`src/rtl/xlate_pkg.sv`:
```
package xlate_pkg;
  localparam int VA_W = 32;
  localparam int PA_W = 32;
  localparam int VPN_W = VA_W - 11;
  localparam int VPN2_W = VPN_W - 2;
  localparam logic [31:0] KERN_MASK = 32'h1000_0006;
  localparam logic [31:0] UNCACHE_PAT = 32'hA000_0000;

  typedef enum logic [3:0] {
    F_NONE     = 4'd0,
    F_ADDR_I   = 4'd1,
    F_ADDR_D   = 4'd2,
    F_REFILL_I = 4'd3,
    F_REFILL_D = 4'd4,
    F_INVAL_I  = 4'd5,
    F_INVAL_D  = 4'd6,
    F_MOD      = 4'd7
  } fault_e;

  typedef enum logic [1:0] {
    MODE_KERN = 2'd0,
    MODE_SUP  = 2'd1,
    MODE_USER = 2'd2,
    MODE_BAD  = 2'd3
  } op_mode_e;
endpackage

```
`src/rtl/xlate_mode_dec.sv`:
```
module xlate_mode_dec
  import xlate_pkg::*;
(
  input  logic [31:0] status_word,
  output op_mode_e    mode
);
  always_comb begin
    if (((status_word & KERN_MASK) != 32'h0) || (status_word[4:3] == 2'b00))
      mode = MODE_KERN;
    else if (status_word[4:3] == 2'b01)
      mode = MODE_SUP;
    else if (status_word[4:3] == 2'b10)
      mode = MODE_USER;
    else
      mode = MODE_BAD;
  end
endmodule

```
`src/rtl/xlate_segment.sv`:
```
module xlate_segment
  import xlate_pkg::*;
(
  input  logic [VA_W-1:0] va,
  output logic            in_kwin_priv,
  output logic            in_kwin_open,
  output logic [PA_W-1:0] direct_pa
);
  assign in_kwin_priv = (va[VA_W-1 -: 3] == 3'b100);
  assign in_kwin_open = (va[VA_W-1 -: 3] == 3'b101);
  assign direct_pa    = {3'b000, va[VA_W-4:0]};
endmodule

```
`src/rtl/xlate_page_map.sv`:
```
module xlate_page_map
  import xlate_pkg::*;
#(
  parameter int PFN_W = 20,
  parameter int BASE_SHIFT = 12
) (
  input  logic [VA_W-1:0]  va,
  input  logic             is_data,
  input  logic             is_write,
  input  logic             hit,
  input  logic [4:0]       page_shift,
  input  logic [PFN_W-1:0] pfn_even,
  input  logic [PFN_W-1:0] pfn_odd,
  input  logic             valid_even,
  input  logic             valid_odd,
  input  logic             dirty_even,
  input  logic             dirty_odd,
  output fault_e           fault,
  output logic [PA_W-1:0]  pa
);
  localparam int PAD_W = PA_W - PFN_W;

  logic             odd_sel;
  logic [PFN_W-1:0] frame;
  logic             half_ok;
  logic             half_wr;
  logic [PA_W-1:0]  frame_wide;
  logic [PA_W-1:0]  off_mask;

  assign odd_sel    = va[page_shift];
  assign frame      = odd_sel ? pfn_odd : pfn_even;
  assign half_ok    = odd_sel ? valid_odd : valid_even;
  assign half_wr    = odd_sel ? dirty_odd : dirty_even;
  assign frame_wide = ({{PAD_W{1'b0}}, frame} >> (page_shift - 5'(BASE_SHIFT))) << page_shift;
  assign off_mask   = (PA_W'(1) << page_shift) - PA_W'(1);

  always_comb begin
    fault = F_NONE;
    pa    = '0;
    if (!hit)
      fault = is_data ? F_REFILL_D : F_REFILL_I;
    else if (!half_ok)
      fault = is_data ? F_INVAL_D : F_INVAL_I;
    else if (is_write && !half_wr)
      fault = F_MOD;
    else
      pa = frame_wide | (va[PA_W-1:0] & off_mask);
  end
endmodule

```
`src/rtl/vaddr_xlate.sv`:
```
module vaddr_xlate
  import xlate_pkg::*;
#(
  parameter int ASID_W = 8,
  parameter int PFN_W = 20
) (
  input  logic              clk,
  input  logic              rst_n,
  input  logic              req_valid,
  output logic              req_ready,
  input  logic [VA_W-1:0]   req_va,
  input  logic [1:0]        req_kind,
  input  logic              req_misaligned,
  input  logic [ASID_W-1:0] req_asid,
  input  logic [31:0]       status_word,
  input  logic              small_pages,
  output logic [VPN_W-1:0]  probe_vpn,
  output logic [ASID_W-1:0] probe_asid,
  input  logic              ent_hit,
  input  logic [4:0]        ent_page_shift,
  input  logic [PFN_W-1:0]  ent_pfn_even,
  input  logic [PFN_W-1:0]  ent_pfn_odd,
  input  logic              ent_valid_even,
  input  logic              ent_valid_odd,
  input  logic              ent_dirty_even,
  input  logic              ent_dirty_odd,
  output logic              resp_valid,
  input  logic              resp_ready,
  output logic [PA_W-1:0]   resp_pa,
  output logic              resp_uncached,
  output logic [3:0]        resp_fault,
  output logic [VA_W-1:0]   resp_bad_va,
  output logic [VPN2_W-1:0] resp_vpn2,
  output logic [1:0]        resp_vpn2x,
  output logic [ASID_W-1:0] resp_asid
);
  op_mode_e        mode;
  logic            in_kwin_priv, in_kwin_open;
  logic [PA_W-1:0] direct_pa, mapped_pa;
  fault_e          mapped_fault;
  logic            is_data, is_write, accept;

  fault_e            nx_fault;
  logic [PA_W-1:0]   nx_pa;
  logic              nx_unc, tbl_fault;
  logic [VA_W-1:0]   nx_bad_va;
  logic [VPN2_W-1:0] nx_vpn2;
  logic [1:0]        nx_vpn2x;
  logic [ASID_W-1:0] nx_asid;

  assign is_data   = (req_kind != 2'd0);
  assign is_write  = (req_kind == 2'd2);
  assign req_ready = !resp_valid || resp_ready;
  assign accept    = req_valid && req_ready;

  assign probe_vpn  = small_pages ? req_va[VA_W-1:11] : {req_va[VA_W-1:13], 2'b00};
  assign probe_asid = req_asid;

  xlate_mode_dec u_mode (.status_word(status_word), .mode(mode));

  xlate_segment u_seg (
    .va(req_va), .in_kwin_priv(in_kwin_priv), .in_kwin_open(in_kwin_open),
    .direct_pa(direct_pa)
  );

  xlate_page_map #(.PFN_W(PFN_W)) u_map (
    .va(req_va), .is_data(is_data), .is_write(is_write), .hit(ent_hit),
    .page_shift(ent_page_shift), .pfn_even(ent_pfn_even), .pfn_odd(ent_pfn_odd),
    .valid_even(ent_valid_even), .valid_odd(ent_valid_odd),
    .dirty_even(ent_dirty_even), .dirty_odd(ent_dirty_odd),
    .fault(mapped_fault), .pa(mapped_pa)
  );

  always_comb begin
    nx_fault = F_NONE;
    nx_pa    = '0;
    if (in_kwin_priv) begin
      if (mode != MODE_KERN || req_misaligned)
        nx_fault = is_data ? F_ADDR_D : F_ADDR_I;
      else
        nx_pa = direct_pa;
    end else if (in_kwin_open) begin
      nx_pa = direct_pa;
    end else if (req_misaligned) begin
      nx_fault = is_data ? F_ADDR_D : F_ADDR_I;
    end else begin
      nx_fault = mapped_fault;
      nx_pa    = mapped_pa;
    end
    tbl_fault = (nx_fault != F_NONE) && (nx_fault != F_ADDR_I) && (nx_fault != F_ADDR_D);
    nx_unc    = (nx_fault == F_NONE) && ((req_va & UNCACHE_PAT) == UNCACHE_PAT);
    nx_bad_va = (nx_fault != F_NONE) ? req_va : '0;
    nx_vpn2   = tbl_fault ? probe_vpn[VPN_W-1:2] : '0;
    nx_vpn2x  = tbl_fault ? probe_vpn[1:0] : '0;
    nx_asid   = tbl_fault ? req_asid : '0;
  end

  always_ff @(posedge clk) begin
    if (!rst_n) begin
      resp_valid    <= 1'b0;
      resp_pa       <= '0;
      resp_uncached <= 1'b0;
      resp_fault    <= 4'd0;
      resp_bad_va   <= '0;
      resp_vpn2     <= '0;
      resp_vpn2x    <= '0;
      resp_asid     <= '0;
    end else if (req_ready) begin
      resp_valid <= req_valid;
      if (accept) begin
        resp_pa       <= nx_pa;
        resp_uncached <= nx_unc;
        resp_fault    <= nx_fault;
        resp_bad_va   <= nx_bad_va;
        resp_vpn2     <= nx_vpn2;
        resp_vpn2x    <= nx_vpn2x;
        resp_asid     <= nx_asid;
      end
    end
  end

  assert_stall_hold_R1: assert property (@(posedge clk) disable iff (!rst_n)
    resp_valid && !resp_ready |=> resp_valid && $stable(resp_pa) &&
      $stable(resp_fault) && $stable(resp_bad_va) && $stable(resp_uncached));

  assert_open_window_R4: assert property (@(posedge clk) disable iff (!rst_n)
    accept && (req_va[31:29] == 3'b101) |=> resp_valid && (resp_fault == 4'd0) &&
      (resp_pa == {3'b000, $past(req_va[28:0])}));

  assert_misalign_mapped_R5: assert property (@(posedge clk) disable iff (!rst_n)
    accept && req_misaligned && (req_va[31:30] != 2'b10) |=>
      (resp_fault == 4'd1) || (resp_fault == 4'd2));

  assert_report_pair_R10: assert property (@(posedge clk) disable iff (!rst_n)
    resp_valid && (resp_fault >= 4'd3) |-> resp_vpn2 == resp_bad_va[31:13]);

  assert_fault_zero_pa_R12: assert property (@(posedge clk) disable iff (!rst_n)
    resp_valid && (resp_fault != 4'd0) |-> (resp_pa == '0) && !resp_uncached);
endmodule

```
`config.mk`:
```
export PLATFORM = sky130hd
export DESIGN_NAME = vaddr_xlate
export DESIGN_NICKNAME = d
export VERILOG_FILES = /design/src/rtl/xlate_pkg.sv /design/src/rtl/xlate_mode_dec.sv /design/src/rtl/xlate_segment.sv /design/src/rtl/xlate_page_map.sv /design/src/rtl/vaddr_xlate.sv
export SDC_FILE = /design/constraint.sdc
export NUM_CORES = 1
export LEC_CHECK = 0
export BUFFER_PORTS_ARGS = -buffer_cell sky130_fd_sc_hd__buf_2
export CELL_PAD_IN_SITES_DETAIL_PLACEMENT = 1
export CELL_PAD_IN_SITES_GLOBAL_PLACEMENT = 1
export CORE_MARGIN = 2
export CORE_UTILIZATION = 42
export CTS_BUF_LIST = sky130_fd_sc_hd__clkbuf_2 sky130_fd_sc_hd__clkbuf_4 sky130_fd_sc_hd__clkbuf_8
export DETAILED_ROUTE_END_ITERATION = 12
export PLACE_DENSITY = 0.89
export SYNTH_ARGS = -nofsm -noshare
export SYNTH_HDL_FRONTEND = slang
export SYNTH_SLANG_ARGS = --single-unit
```
`constraint.sdc`:
```
create_clock -name clk -period 10.7 [get_ports clk]
set_input_delay 2.14 -clock clk [delete_from_list [all_inputs] [get_ports clk]]
set_output_delay 2.14 -clock clk [all_outputs]
set_load 0.1 [all_outputs]
```
Yosys cells after proc, flatten, opt, wreduce, memory -nomap -nowiden
Index checks and enable logic that the tools add are counted.
W data, S select, Z words.
{"block": "word_totals", "output_inout_bits": 129, "reg_bits": 99, "in_bits": 130, "elab_cells": 71}
{"block": "op_classes", "reduce_logical": 17, "muxes": 30, "n_eq_ne": 8, "magnitude_cmp": 1, "n_addsub": 2, "shifts": 3, "bitwise_logic": 2}
{"op": "$mux W32", "n": 7}
{"op": "$and A32 B32 Y32", "n": 1}
{"op": "$or A32 B32 Y32", "n": 1}
{"op": "$reduce_bool A32 Y1", "n": 1}
{"op": "$shl A1 B5 Y32 const A", "n": 1}
{"op": "$shl A32 B5 Y32", "n": 1}
{"op": "$shr A20 B5 Y32", "n": 1}
{"op": "$sub A32 B2 Y32 const B", "n": 1}
{"op": "$mux W29", "n": 1}
{"op": "$mux W20", "n": 1}
{"op": "$mux W4", "n": 5}
{"op": "$mux W19", "n": 1}
{"op": "$mux W2", "n": 7}
{"op": "$mux W8", "n": 1}
{"op": "$eq A2 B2 Y1 const B", "n": 3}
{"op": "$eq A3 B3 Y1 const B", "n": 2}
{"op": "$lt A5 B6 Y1 const B", "n": 1}
{"op": "$mux W3", "n": 2}
{"op": "$bmux W1 S5", "n": 1}
{"op": "$logic_and A1 B1 Y1", "n": 5}
{"op": "$sub A5 B4 Y5 const B", "n": 1}
{"op": "$logic_not A4 Y1", "n": 1}
{"op": "$mux W1", "n": 4}
{"op": "$ne A4 B1 Y1 const B", "n": 1}
{"op": "other kinds (8)", "n": 12}

Longest topological paths before layout
Gate-level depths: netlist of run 1.
{"block": "logic_depth", "word_depth": 15, "ltp_mapped": 18, "depth_no_buf": 14}

Hierarchy
From an unflattened synthesis of run 1, not the netlist that was laid out.
{"block": "unflattened", "hier_cells": 1131, "hier_area_um2": 8853.5}
{"mod": "xlate_page_map", "seq_area_each_um2": 0.0, "area_per_inst_um2": 4325.4, "cells_per_inst": 654, "instances": 1}
{"mod": "vaddr_xlate", "seq_area_each_um2": 1981.9, "area_per_inst_um2": 4245.3, "cells_per_inst": 440, "instances": 1}
{"mod": "xlate_segment", "seq_area_each_um2": 0.0, "area_per_inst_um2": 265.3, "cells_per_inst": 35, "instances": 1}
{"mod": "xlate_mode_dec", "seq_area_each_um2": 0.0, "area_per_inst_um2": 17.5, "cells_per_inst": 2, "instances": 1}

Worst setup path before layout of run 1
No wires, ideal clock.
{"block": "synth_path", "path_kind": "input -> register", "startpoint": "input ent_page_shift[1]", "endpoint": "register resp_pa[17]", "path_slack_ns": 5.038, "setup_ns": 0.075, "stages": 14, "n_path_buf": 3, "required_time_ns": 10.625, "arrival_ns": 5.587, "path_cell_list": "buf_2 -> and2_1 -> buf_6 -> nand2_2 -> a41oi_4 -> nor4_4 -> buf_2 -> mux2i_1 -> o221ai_1 -> or4_4 -> o21a_1 -> mux4_2 -> mux2_2 -> a31oi_1"}
{"block": "synth_between", "elab_chain_cells": 12, "elab_cells_between_ends": 20, "classes_between": "add/sub (2); shift (3); mux (11); bitwise (2); reduce/logical (2)"}
{"element": "start: declaration", "line": "vaddr_xlate.sv:20", "rtl": "input logic [4:0] ent_page_shift,"}
{"element": "$bmux W1 S5", "line": "xlate_page_map.sv:30", "rtl": "assign odd_sel = va[page_shift];"}
{"element": "$mux W1 (not written as such)", "line": "xlate_page_map.sv:30"}
{"element": "$mux W20", "line": "xlate_page_map.sv:31", "rtl": "assign frame = odd_sel ? pfn_odd : pfn_even;"}
{"element": "$shr A20 B5 Y32", "line": "xlate_page_map.sv:34", "rtl": "assign frame_wide = ({{PAD_W{1'b0}}, frame} >> (page_shift - 5'(BASE_SHIFT))) << page_shift;"}
{"element": "$shl A32 B5 Y32", "line": "xlate_page_map.sv:34"}
{"element": "$or A32 B32 Y32", "line": "xlate_page_map.sv:47", "rtl": "pa = frame_wide | (va[PA_W-1:0] & off_mask);"}
{"element": "$mux W32", "line": "xlate_page_map.sv:44", "rtl": "else if (is_write && !half_wr)"}
{"element": "$mux W32 (*)", "line": "xlate_page_map.sv:42", "rtl": "else if (!half_ok)"}
{"element": "$mux W32 (*)", "line": "xlate_page_map.sv:40", "rtl": "if (!hit)"}
{"element": "$mux W32 (*)", "line": "vaddr_xlate.sv:84", "rtl": "end else if (req_misaligned) begin"}
{"element": "$mux W32 (*)", "line": "vaddr_xlate.sv:82", "rtl": "end else if (in_kwin_open) begin"}
{"element": "$mux W32 (*)", "line": "vaddr_xlate.sv:77", "rtl": "if (in_kwin_priv) begin"}
{"element": "end signal: assignment", "line": "vaddr_xlate.sv:111", "rtl": "resp_pa <= nx_pa;"}
{"element": "end: declaration", "line": "vaddr_xlate.sv:29", "rtl": "output logic [PA_W-1:0] resp_pa,"}
Mark *: on every way between the ends. The rest lies on a longest branch, timed or not. The select of a mux whose other input is x is not followed.
A chain may end at the register's enable or synchronous reset.

Final worst setup path of run 1
{"block": "layout_path", "startpoint": "input ent_page_shift[3]", "endpoint": "register resp_pa[31]"}
The elaborated chain is that of the path after synthesis.

==> results by stage, run 1 <==
Layout:
- The filler cells instantiated in the layout total 2709.
- The layout overhead on the synthesized area is 13.3%.
- After the last flow step, the layout net total stands at 1463.
- In the final layout, the share of cells above drive strength 1 is 0.241.
- In the layout the commonest cells are buf_2 (229), nand2_1 (176), dfxtp_1 (98), nor2_1 (93), o21ai_0 (77).
- Measured on the finished design, the core utilization comes to 0.482.
- Leaving out fill and tap cells, the most frequent cell in the layout is buf_2.

Floorplanning:
- The die is 150 um wide.
- The floorplan step defined a die boundary enclosing 22400 sq um.
- The initial standard-cell utilization of the core is 0.425.
- In this run the vertical extent of the chip is 150 um.
- The row count is 53.
- The total area inside the core boundary comes to 21000 sq um.
- 259 I/O pins were placed.

STA:
- The clock arrives with 0.0136 ns of skew.
- The worst path needs 7.49 ns of the cycle, external delays included.
- The final hold violation count is 0.
- The summed negative setup slack over all endpoints is 0 ns.
- Headroom to the max-slew limit came out at 0.228.
- For this run, the top clock speed supported by timing is 0.134 GHz.
- The number of setup violations in the final report is 0.
- Setup repair after global routing left no endpoint under its margin.
- The fraction of the cycle the final worst path needs is 0.700.
- The final count of pins violating max slew is 0.
- The slew at the pin closest to its max-slew limit is 1.16 ns.

Flow run:
- The tool flagged a number of max-cap violations equal to 0.

Clock network:
- Clock-pin slew was measured on the worst setup and hold paths at 0.12 ns.
- The total number of clock tree sinks is 98.
- The hold buffer count at CTS is 0.
- The H-tree was split into 3 levels.
- The clock latency on the worst-skew pair is 0.39 ns.
- The TritonCTS clock tree is done.
- The buffer levels on the longest clock path is 2.
- The post-cts gate resize count is 0.
- Clock tree synthesis selected as its root buffer the cell clkbuf_8.
- The clock buffer count from CTS is 9.
- The total setup buffers inserted after CTS is 0.

Detailed routing:
- In this run, the number of DRC markers left after iteration 0 of detailed routing was 1008.
- The detailed-route DRC error count is 0.
- After detailed routing, the total wire length is 40700 um.
- The first-pass detailed-route iteration total is 5.
- The detail route stage leaves a number of antenna-violating nets equal to 0.
- Dividing the detail-routed wire length by the instance count gives 25.2 um.
- Summing over every cut layer, the via total after detailed routing is 10852.
- The vias per cell is 6.73.

Critical path:
- The critical path is of the primary input to flop type.
- The required arrival time at the worst endpoint is 10.98 ns.
- The critical path endpoint category is a flop.
- The worst setup path is launched from a primary input.
- Along the worst path, the maximum fanout reaches 33.
- The arrival time of the worst setup path is 7.77 ns.

Placement:
- The routability congestion estimate from global placement is 0.995.
- After legalization and detailed placement, the total HPWL measured 29600 um.
- The port buffer count is 230.

Synthesis:
- The share of synthesized flip-flops with an asynchronous set or reset is 0.
- The mapped netlist covers 8910 sq um.
- Yosys printed 0 warnings.
- The number of distinct library cells after synthesis is 76.
- Counting flops with a built-in enable in the synthesized netlist gives 0.
- A synthesized cell averages 7.39 sq um.
- The number of nets in the synthesized netlist is 1338.
- Synthesis inferred 98 register bits.
- For this run, the leading register cell type out of synthesis is dfxtp_1.
- For this run, the register share of the synthesized area comes to 0.220.
- The cell count after synthesis came out at 1206.

Global routing:
- After global routing the overflow that remains totals 0.
- The first-pass GRT wire length is 61600 um.
- Across every metal layer, demand over resource in global routing totals 0.354.
- The maximum number of pins on one net before global-route repair is 99.
- The number of antenna violations at the first check in global routing came to 2.
- The via count of the first global-routing pass is 10709.

Power:
- The total design power is 1270 uW.
- VDD sags by at most 70.1 uV.
- The static leakage is 0.00424 uW.
- The power density over the cells is 126 nW/um^2.

Status:
- The run finished with clean final reports.

Hold path:
- The kind of path behind the tightest hold check is flop to flop.
-- cells by family (layout without fill, tap and decap cells) --
family          after synthesis  after routing  synth area share
simple gates                439            439             0.225
compound gates              416            416             0.335
buf+inv                     150            280            0.0812
flops                        98             98             0.220
mux                          97             97             0.132
xor+xnor                      3              3           0.00295
fa+ha+maj                     2              2           0.00281
other cells                   1              3          0.000421
-- critical path, stage by stage --
cell,delay [ns]
buf_2,0.49
inv_1,0.55
nand2_1,0.71
a41oi_4,0.14
nor4_4,0.41
buf_4,0.47
mux4_2,0.62
a22o_1,0.26
nor3_1,0.66
mux2_2,0.46
mux2i_1,0.26
a222oi_1,0.45
o31ai_1,0.11
-- per-layer routing --
metal,vias up,routed length (um),track usage
met5,-,69,0.0227
met4,2,2470,0.207
met3,166,4090,0.0762
met2,714,18400,0.576
met1,5228,15700,0.428
li1,4742,-,-
-- final timing paths --
check | cells past startpoint | end | slack [ns] | startpoint
hold reg to reg | 2 | resp_bad_va[12] | 0.47 | resp_bad_va[12]
hold / removal | 2 | resp_bad_va[12] | 0.47 | resp_bad_va[12]
setup / recovery | 13 | resp_pa[31] | 3.21 | ent_page_shift[3]
setup reg to reg | 7 | resp_pa[23] | 8.07 | resp_valid
-- cell type report --
class | instances | area (sq um) | area share
Multi-Input combinational cell | 958 | 6240 | 0.618
Sequential cell | 98 | 1960 | 0.194
Timing Repair Buffer | 247 | 1280 | 0.127
Tap cell | 275 | 344 | 0.0341
Clock buffer | 9 | 124 | 0.0123
Clock inverter | 7 | 81.3 | 0.00805
Inverter | 17 | 63.8 | 0.00632
Antenna cell | 2 | 5.00 | 0.000496
-- state kept, by name (all words and copies together) (netlist names) --
name,cells
resp_uncached,1
resp_vpn2x,2
resp_bad_va,32
resp_fault,3
resp_vpn2,19
resp_asid,8
resp_pa,32
resp_valid,1
-- where the power goes --
part	switching, uW	internal, uW	total, uW
Combinational	467	159	626
Clock	160	93.5	253
Sequential	9.55	382	392
-- through the flow --
stage | instance area [sq um] | setup slack (ns) | std cells | hold WS, ns
2_1_floorplan | 8910 | 5.04 | 1206 | 0.884
3_5_place_dp | 9890 | 3.08 | 1595 | 0.455
6_report | 10100 | 3.21 | 1613 | 0.472
4_1_cts | 10100 | 3.49 | 1611 | 0.476
5_1_grt | 10100 | 2.97 | 1613 | 0.500
3_3_place_gp | 9890 | 3.12 | 1595 | 0.440
-- synthesized netlist by cell type, types with 7 or more instances --
master,number,area [sq um]
a211oi_1,16,120
a21boi_0,37,278
a21o_1,12,90.1
a21oi_1,52,260
a22o_1,8,70.1
a22oi_1,42,315
a31oi_1,10,62.6
a32o_1,7,70.1
a41oi_1,8,70.1
and2_1,18,113
buf_1,20,75.1
buf_2,10,50.1
buf_4,31,233
clkbuf_1,67,251
dfxtp_1,98,1960
inv_1,14,52.6
mux2_2,28,315
mux2i_1,56,561
mux4_2,10,225
nand2_1,177,664
nand2b_1,7,43.8
nand3_1,61,305
nor2_1,93,349
nor2b_1,36,225
nor3_1,15,75.1
o2111ai_1,7,61.3
o211a_1,7,70.1
o211ai_1,21,158
o21a_1,9,67.6
o21ai_0,77,385
o221ai_1,8,70.1
o22ai_1,13,81.3
o31ai_1,13,97.6
o41ai_1,8,70.1
(Power assumes the default switching activity.)
==> run 2: changes to the inputs <==
- CORE_UTILIZATION: 42 -> 35
- PLACE_DENSITY: 0.89 -> 0.79
- clock period: 10.7 -> 6.49 ns (I/O delays scaled with it)
==> run 2 against run 1 <==
Effect of this change: wire length is 5.6% higher; worst setup slack got worse by 1.9 ns; sequential share of layout area fell by 1.0 points; register-to-register slack got worse by 4.1 ns; design area grew 5.4%; non-clock buffer count increased by 59; first-iteration DRC count up 20%; via count increased by 0.91%; cell count is 6.9% higher; die area grew 19%; utilization fell by 5.8 points; highest routed layer is now met4.
==> results by stage, run 2 (same netlist as run 1, synthesis figures left out) <==
Layout:
- The area growth from synthesis to layout is 19.5%.
- In the layout the commonest cells are buf_2 (229), nand2_1 (176), dfxtp_1 (98), nor2_1 (93), o21ai_0 (77).
- After the last flow step, the layout net total stands at 1522.
- The final core utilization is 0.424.
- The filler cells instantiated in the layout total 3236.
- The area of all sequential standard cells is 1960 sq um.
- The largest registers in the layout are resp_bad_va: 32 flops, resp_pa: 32 flops, resp_vpn2: 19 flops.
- The number of antenna diodes in the final layout is 0.
- The area of combinational cells with multiple inputs is 6240 sq um.
- Of the cells placed in the final design, the portion with a size suffix greater than 1 is 0.273.
- The leading cell type in the layout, fill and taps excluded is buf_2.

Power:
- The share of total power dissipated in combinational logic is 0.501.
- The static leakage is 0.00454 uW.
- The clock group share of total power is 0.204.
- Cell internal power was estimated by the tool at 1130 uW.
- The analysis attributes to net switching a power of 1060 uW.
- VDD sags by at most 111 uV.
- The part of the power in registers is 0.295.
- The power density over the cells is 206 nW/um^2.
- The design draws 2190 uW.
- Of the total power, the share spent switching nets is 0.484.

Critical path:
- The largest individual stage delay along the critical path comes from the cell mux4_1.
- The setup path with the least slack is of type primary input to flop.
- The critical path endpoint category is a flop.
- Along the worst path, the maximum fanout reaches 17.
- The most frequent cell on the critical path is a22o_1.
- The number of buffers and inverters on the critical path is 3.
- The arrival time of the worst setup path is 5.48 ns.
- The signal on the critical path passes through buf_2, and2_1, a22oi_2, a21oi_2, nor4_4, buf_12, mux4_1, a22o_1, o31ai_1, o211ai_1, a22o_1, a211oi_1, buf_4, o2bb2ai_1.
- The peak per-stage delay on the critical path is 0.57 ns.
- The cell family contributing the most delay on the critical path is compound AO/OA/AOI/OAI gates.
- The required arrival time at the worst endpoint is 6.76 ns.
- STA classifies the critical path startpoint as a primary input.

STA:
- Headroom to the max-slew limit came out at 0.311.
- The worst path in the final design needs a cycle of 5.21 ns, including I/O delays and setup.
- In the finished design, the share of the clock period the worst path needs comes to 0.803.
- Setup repair after global routing left no endpoint under its margin.
- The final count of pins violating max slew is 0.
- The slew at the pin closest to its max-slew limit is 1.03 ns.
- The number of setup violations in the final report is 0.
- The fmax is 0.192 GHz.
- The summed negative setup slack over all endpoints is 0 ns.
- The final setup slack of the worst path is 1.28 ns.
- The final hold violation count is 0.
- The final clock skew is 0.0112 ns.

Clock network:
- In this run, post-CTS hold repair placed 0 buffers.
- The buffer levels on the longest clock path is 2.
- Counting the buffers created by CTS gives 9.
- After clock tree synthesis, the clock-pin slew on the worst setup and hold paths is 0.11 ns.
- At the later pin of the worst-skew pair, clock insertion delay measures 0.40 ns.
- The total number of clock tree sinks is 98.
- The total setup buffers inserted after CTS is 0.
- The post-cts gate resize count is 0.
- The cell chosen for the clock root is clkbuf_8.
- CTS built an H-tree with a depth of 3.
- TritonCTS built the clock tree.

Detailed routing:
- The final routed wire length divided by cell count is 24.9 um.
- The first routing iteration left 1213 violations.
- The routed design has 43000 um of wire.
- After detailed routing, the number of vias per cell comes to 6.35.
- The pre-antenna-repair detailed-routing pass consisted of 7 iterations.
- Once detail routing completed, the nets flagged for antenna violations numbered 0.
- The via total after detailed routing is 10951.
- The detailed-route DRC error count is 0.

Status:
- The flow ran to the end, and the final reports show no timing, DRC or antenna violations.

Floorplanning:
- The chip height is 164 um.
- The row count is 58.
- The floorplan step defined a die boundary enclosing 26800 sq um.
- The floorplan step defined a core boundary enclosing 25100 sq um.
- The initial standard-cell utilization of the core is 0.355.
- The number of top-level pins is 259.
- The die width is 164 um.

Placement:
- The half-perimeter wire length of the detailed placement result is 32400 um.
- The pre-CTS worst setup slack is 0.999 ns.
- The port buffer count is 230.
- The routability congestion estimate from global placement is 1.01.

Hold path:
- The kind of path behind the tightest hold check is flop to flop.

Flow run:
- The max-capacitance violation count is 0.

Global routing:
- The via count of the first global-routing pass was 10597.
- The number of antenna violations at the first check in global routing is 0.
- The overall overflow remaining after global route is 0.
- The first global-routing pass estimated 64300 um of wire.
- The maximum number of pins on one net before global-route repair is 99.
- The all-layer global routing usage is 0.314.
## run 2: changes by cell type in the layout (fill, tap and decap cells not counted), sizes merged
cell and delta:
buf +59, clkinv -1, bufinv +1, diode -2
## run 2: through the flow
stage / std cells / hold WS [ns] / instance area, sq um
after floorplan: 1206 / 0.884 / 8910
after global routing: 1725 / 0.495 / 10600
final: 1725 / 0.462 / 10600
after CTS: 1725 / 0.463 / 10600
after global placement: 1709 / 0.444 / 10400
after detailed placement: 1709 / 0.438 / 10400
## run 2: tightest hold or removal path: stages (launching register included)
cell,delay [ns]
dfxtp_1,0.32
nand2_1,0.05
o31ai_1,0.05
## run 2: power groups by stage
stage                     sequential [uW]  combinational (uW)  clock (uW)
after floorplan                       864                 542           0
after global placement                658                1060           0
after detailed placement              660                1070           0
after CTS                             646                1080         458
after global routing                  649                1150         480
final                                 646                1100         447
## run 2: layout make-up
type | instances | share of cell area
multi-input cells | 958 | 0.586
repair buffers | 306 | 0.164
well taps | 330 | 0.0388
clock inverters | 7 | 0.00893
clock buffers | 9 | 0.0116
inverters | 17 | 0.00599
flip-flops and latches | 98 | 0.184
## run 2: worst paths after layout
kind,startpoint,endpoint,slack (ns),cells after the start
worst max-delay path,ent_page_shift[1],resp_pa[30],1.28,14
worst max register to register,resp_valid,resp_pa[15],3.94,6
worst min register to register,resp_pa[2],resp_pa[2],0.46,2
worst min-delay path,resp_pa[2],resp_pa[2],0.46,2
## run 2: routing by layer
metal  wire [um]  track usage  part of all wire
met5           0            0                 0
met4        1820        0.130             0.042
met3        4160       0.0536             0.097
met2       19500        0.513              0.45
met1       17600        0.410              0.41
==> run 3: changes to the inputs <==
- CORE_UTILIZATION: 35 -> 39
- PLACE_DENSITY: 0.79 -> 0.83
- clock period: 6.49 -> 5.4 ns (I/O delays scaled with it)
==> run 3 against run 2 <==
Effect of this change: global-route usage grew 3.9 points; via count shrank 0.70%; design area grew 0.75%; utilization grew 5.3 points; sequential power grew 20%; sequential share of layout area shrank 0.14 points; worst hold slack gained 0.0059 ns; wire length grew 1.1%.
==> results by stage, run 3 (same netlist as run 1, synthesis figures left out) <==
Clock network:
- The total number of H-tree levels is 3.
- For the worst-skew pair, the clock arrives at the later sink with an insertion delay of 0.40 ns.
- The total number of clock tree sinks is 98.
- No sink is reached through more buffers than the 2 on the longest clock path.
- Once the clock tree was built, the resizer swapped 0 gates to a different size.
- The tree is rooted in a clkbuf_8.
- The clock transition time at the flip-flop clock pins of the worst setup and hold paths is 0.11 ns.
- Hold repair after CTS inserted 0 buffers.
- TritonCTS built the clock tree.
- The clock buffer count from CTS is 9.
- The total setup buffers inserted after CTS is 0.

STA:
- For the pin with the worst max-slew slack, the measured transition is 0.975 ns.
- Adding up every negative setup slack in the final design gives 0 ns.
- Setup repair after global routing left no endpoint under its margin.
- The final count of pins violating max slew came to 0.
- The final hold violation count is 0.
- The final clock skew is 0.0175 ns.
- The worst relative slew slack is 0.348.
- Timing would allow up to 0.206 GHz.
- The number of setup violations in the final report is 0.
- Of the available clock period, the critical path in the final layout requires 0.898.
- The routed design could run at a clock period as short as 4.85 ns.

Layout:
- The share of post-route cells with drive strength above 1 is 0.282.
- The diode insertion count for antenna repair is 0.
- The final layout contains 1539 nets.
- Counting the fill cells in the layout gives 2908.
- In the layout the commonest cells are buf_2 (229), nand2_1 (176), dfxtp_1 (98), nor2_1 (93), buf_4 (91).
- Relative to the synthesized area, the layout overhead comes to 20.4%.
- Summing all non-filler instances in the final layout gives an area of 10700 sq um.
- The largest registers in the layout are resp_bad_va: 32 flops, resp_pa: 32 flops, resp_vpn2: 19 flops.
- Leaving out fill and tap cells, the most frequent cell in the layout is buf_2.

Global routing:
- The met1 capacity usage during global routing is 0.459.
- In the global route stage, met3 resource usage came out at 0.0560.
- For this run the aggregate overflow at the end of global routing stands at 0.
- The met2 usage is 0.589.
- met2 is the most crowded layer.
- The first global-routing pass estimated 65500 um of wire.
- The via count of the first global-routing pass is 10605.
- Across every metal layer, demand over resource in global routing totals 0.353.
- Entering global routing, the biggest net connects 85 pins.
- The number of antenna violations at the first check in global routing was 0.

Critical path:
- The number of buffer and inverter instances along the worst setup path is 3.
- For flop-to-flop paths, the worst setup slack is 2.87 ns.
- The largest delay contributor family on the critical path is multiplexers.
- Traced cell by cell, the critical path runs through buf_4, mux2i_1, nand2_2, a41oi_4, nor4_4, buf_12, buf_4, mux2_2, a31oi_1, or4_4, o21a_1, mux4_2, mux2_2, a31oi_1.
- STA classifies the critical path startpoint as a primary input.
- On the worst path, the slowest cell contributes a delay of 0.56 ns.
- The required arrival time at the worst endpoint is 5.72 ns.
- The slowest stage of the critical path belongs to the cell mux4_2.
- The worst setup path is captured at a flop.
- At the worst endpoint, the arrival time is 5.17 ns.
- The critical path class is primary input to flop.
- The largest driver fanout on the critical path is 28.

Power:
- The switching share of power is 0.485.
- The clock group share of total power is 0.205.
- The internal portion of the total power is 1360 uW.
- The power density over the cells is 246 nW/um^2.
- The switching power is 1280 uW.
- The part of the power in registers is 0.293.
- The combinational share of power is 0.502.
- Across the VDD grid, the largest voltage drop is 99.7 uV.
- The static leakage is 0.00462 uW.

Floorplanning:
- The die covers 24100 sq um.
- The initial standard-cell utilization of the core is 0.396.
- In this run the core area contains 55 standard-cell rows.
- The number of top-level pins is 259.
- The die width is 155 um.
- In this run the vertical extent of the chip is 155 um.
- The standard cell core area is 22500 sq um.

Placement:
- Routability-driven placement finished with a final weighted congestion of 0.979.
- The cell area after placement is 10500 sq um.
- Input and output buffers added on the ports amount to 230.
- Detailed placement ended at an HPWL of 33800 um.

Hold path:
- The kind of path behind the tightest hold check is flop to flop.

Detailed routing:
- The vias per cell is 6.41.
- In the routed design, unresolved DRC markers number 0.
- The first-pass detailed-route iteration total is 6.
- The post-detailed-route count of antenna-violating nets is 0.
- After detailed routing, the average wire length per cell comes to 25.6 um.
- Summed over all layers, the routed wires come to 43500 um.
- The DRC marker count from the first detailed-route iteration is 1050.
- Detailed routing inserted a total of 10874 vias.

Status:
- The flow ran to the end, and the final reports show no timing, DRC or antenna violations.

Flow run:
- The max-capacitance violation count is 0.
## run 3: changes by cell type in the layout (fill, tap and decap cells not counted), sizes merged
cell and change:
clkinvlp +1, clkinv -3, buf +17, inv +2
## run 3: final timing paths
path | depth (start not counted) | startpoint | end
max | 14 | ent_page_shift[0] | resp_pa[17]
min | 2 | resp_bad_va[10] | resp_bad_va[10]
max reg2reg | 6 | resp_valid | resp_pa[15]
min reg2reg | 2 | resp_bad_va[10] | resp_bad_va[10]
## run 3: final cells by class
cell class	count	area, sq um	area share
well taps	285	357	0.0332
inverters	17	63.8	0.00595
flip-flops and latches	98	1960	0.183
repair buffers	323	1890	0.176
clock inverters	7	91.3	0.00852
clock buffers	9	124	0.0115
multi-input cells	958	6240	0.582
## run 3: power by group through the flow
stage / clock network [uW] / registers (uW) / logic [uW]
after floorplan: 0 / 1040 / 652
after global placement: 0 / 790 / 1280
after detailed placement: 0 / 791 / 1300
after CTS: 557 / 774 / 1300
after global routing: 574 / 778 / 1390
final: 541 / 775 / 1320
## run 3: stage by stage
| stage | cells | hold WS [ns] | setup slack (ns) | total power, uW | utilization |
|---|---|---|---|---|---|
| after floorplan | 1206 | 0.884 | 0.798 | 1690 | - |
| after detailed placement | 1681 | 0.453 | 0.236 | 2090 | 0.467 |
| final | 1697 | 0.468 | 0.552 | 2640 | 0.477 |
| after global placement | 1681 | 0.438 | 0.303 | 2070 | 0.467 |
| after global routing | 1697 | 0.500 | 0.499 | 2740 | 0.477 |
| after CTS | 1697 | 0.469 | 0.634 | 2630 | 0.477 |
## run 3: routing by layer
layer / part of all wire / vias to the layer above / wire (um)
li1: - / 4873 / -
met1: 0.41 / 5321 / 17900
met2: 0.46 / 569 / 20200
met3: 0.084 / 111 / 3660
met4: 0.040 / 0 / 1730
met5: 0 / - / 0
## run 3: worst register-to-register path, delay by kind of cell (launching register included)
family	cells	cell delay (ns)
compound gates	2	0.73
flops	1	0.33
simple gates	4	1.42
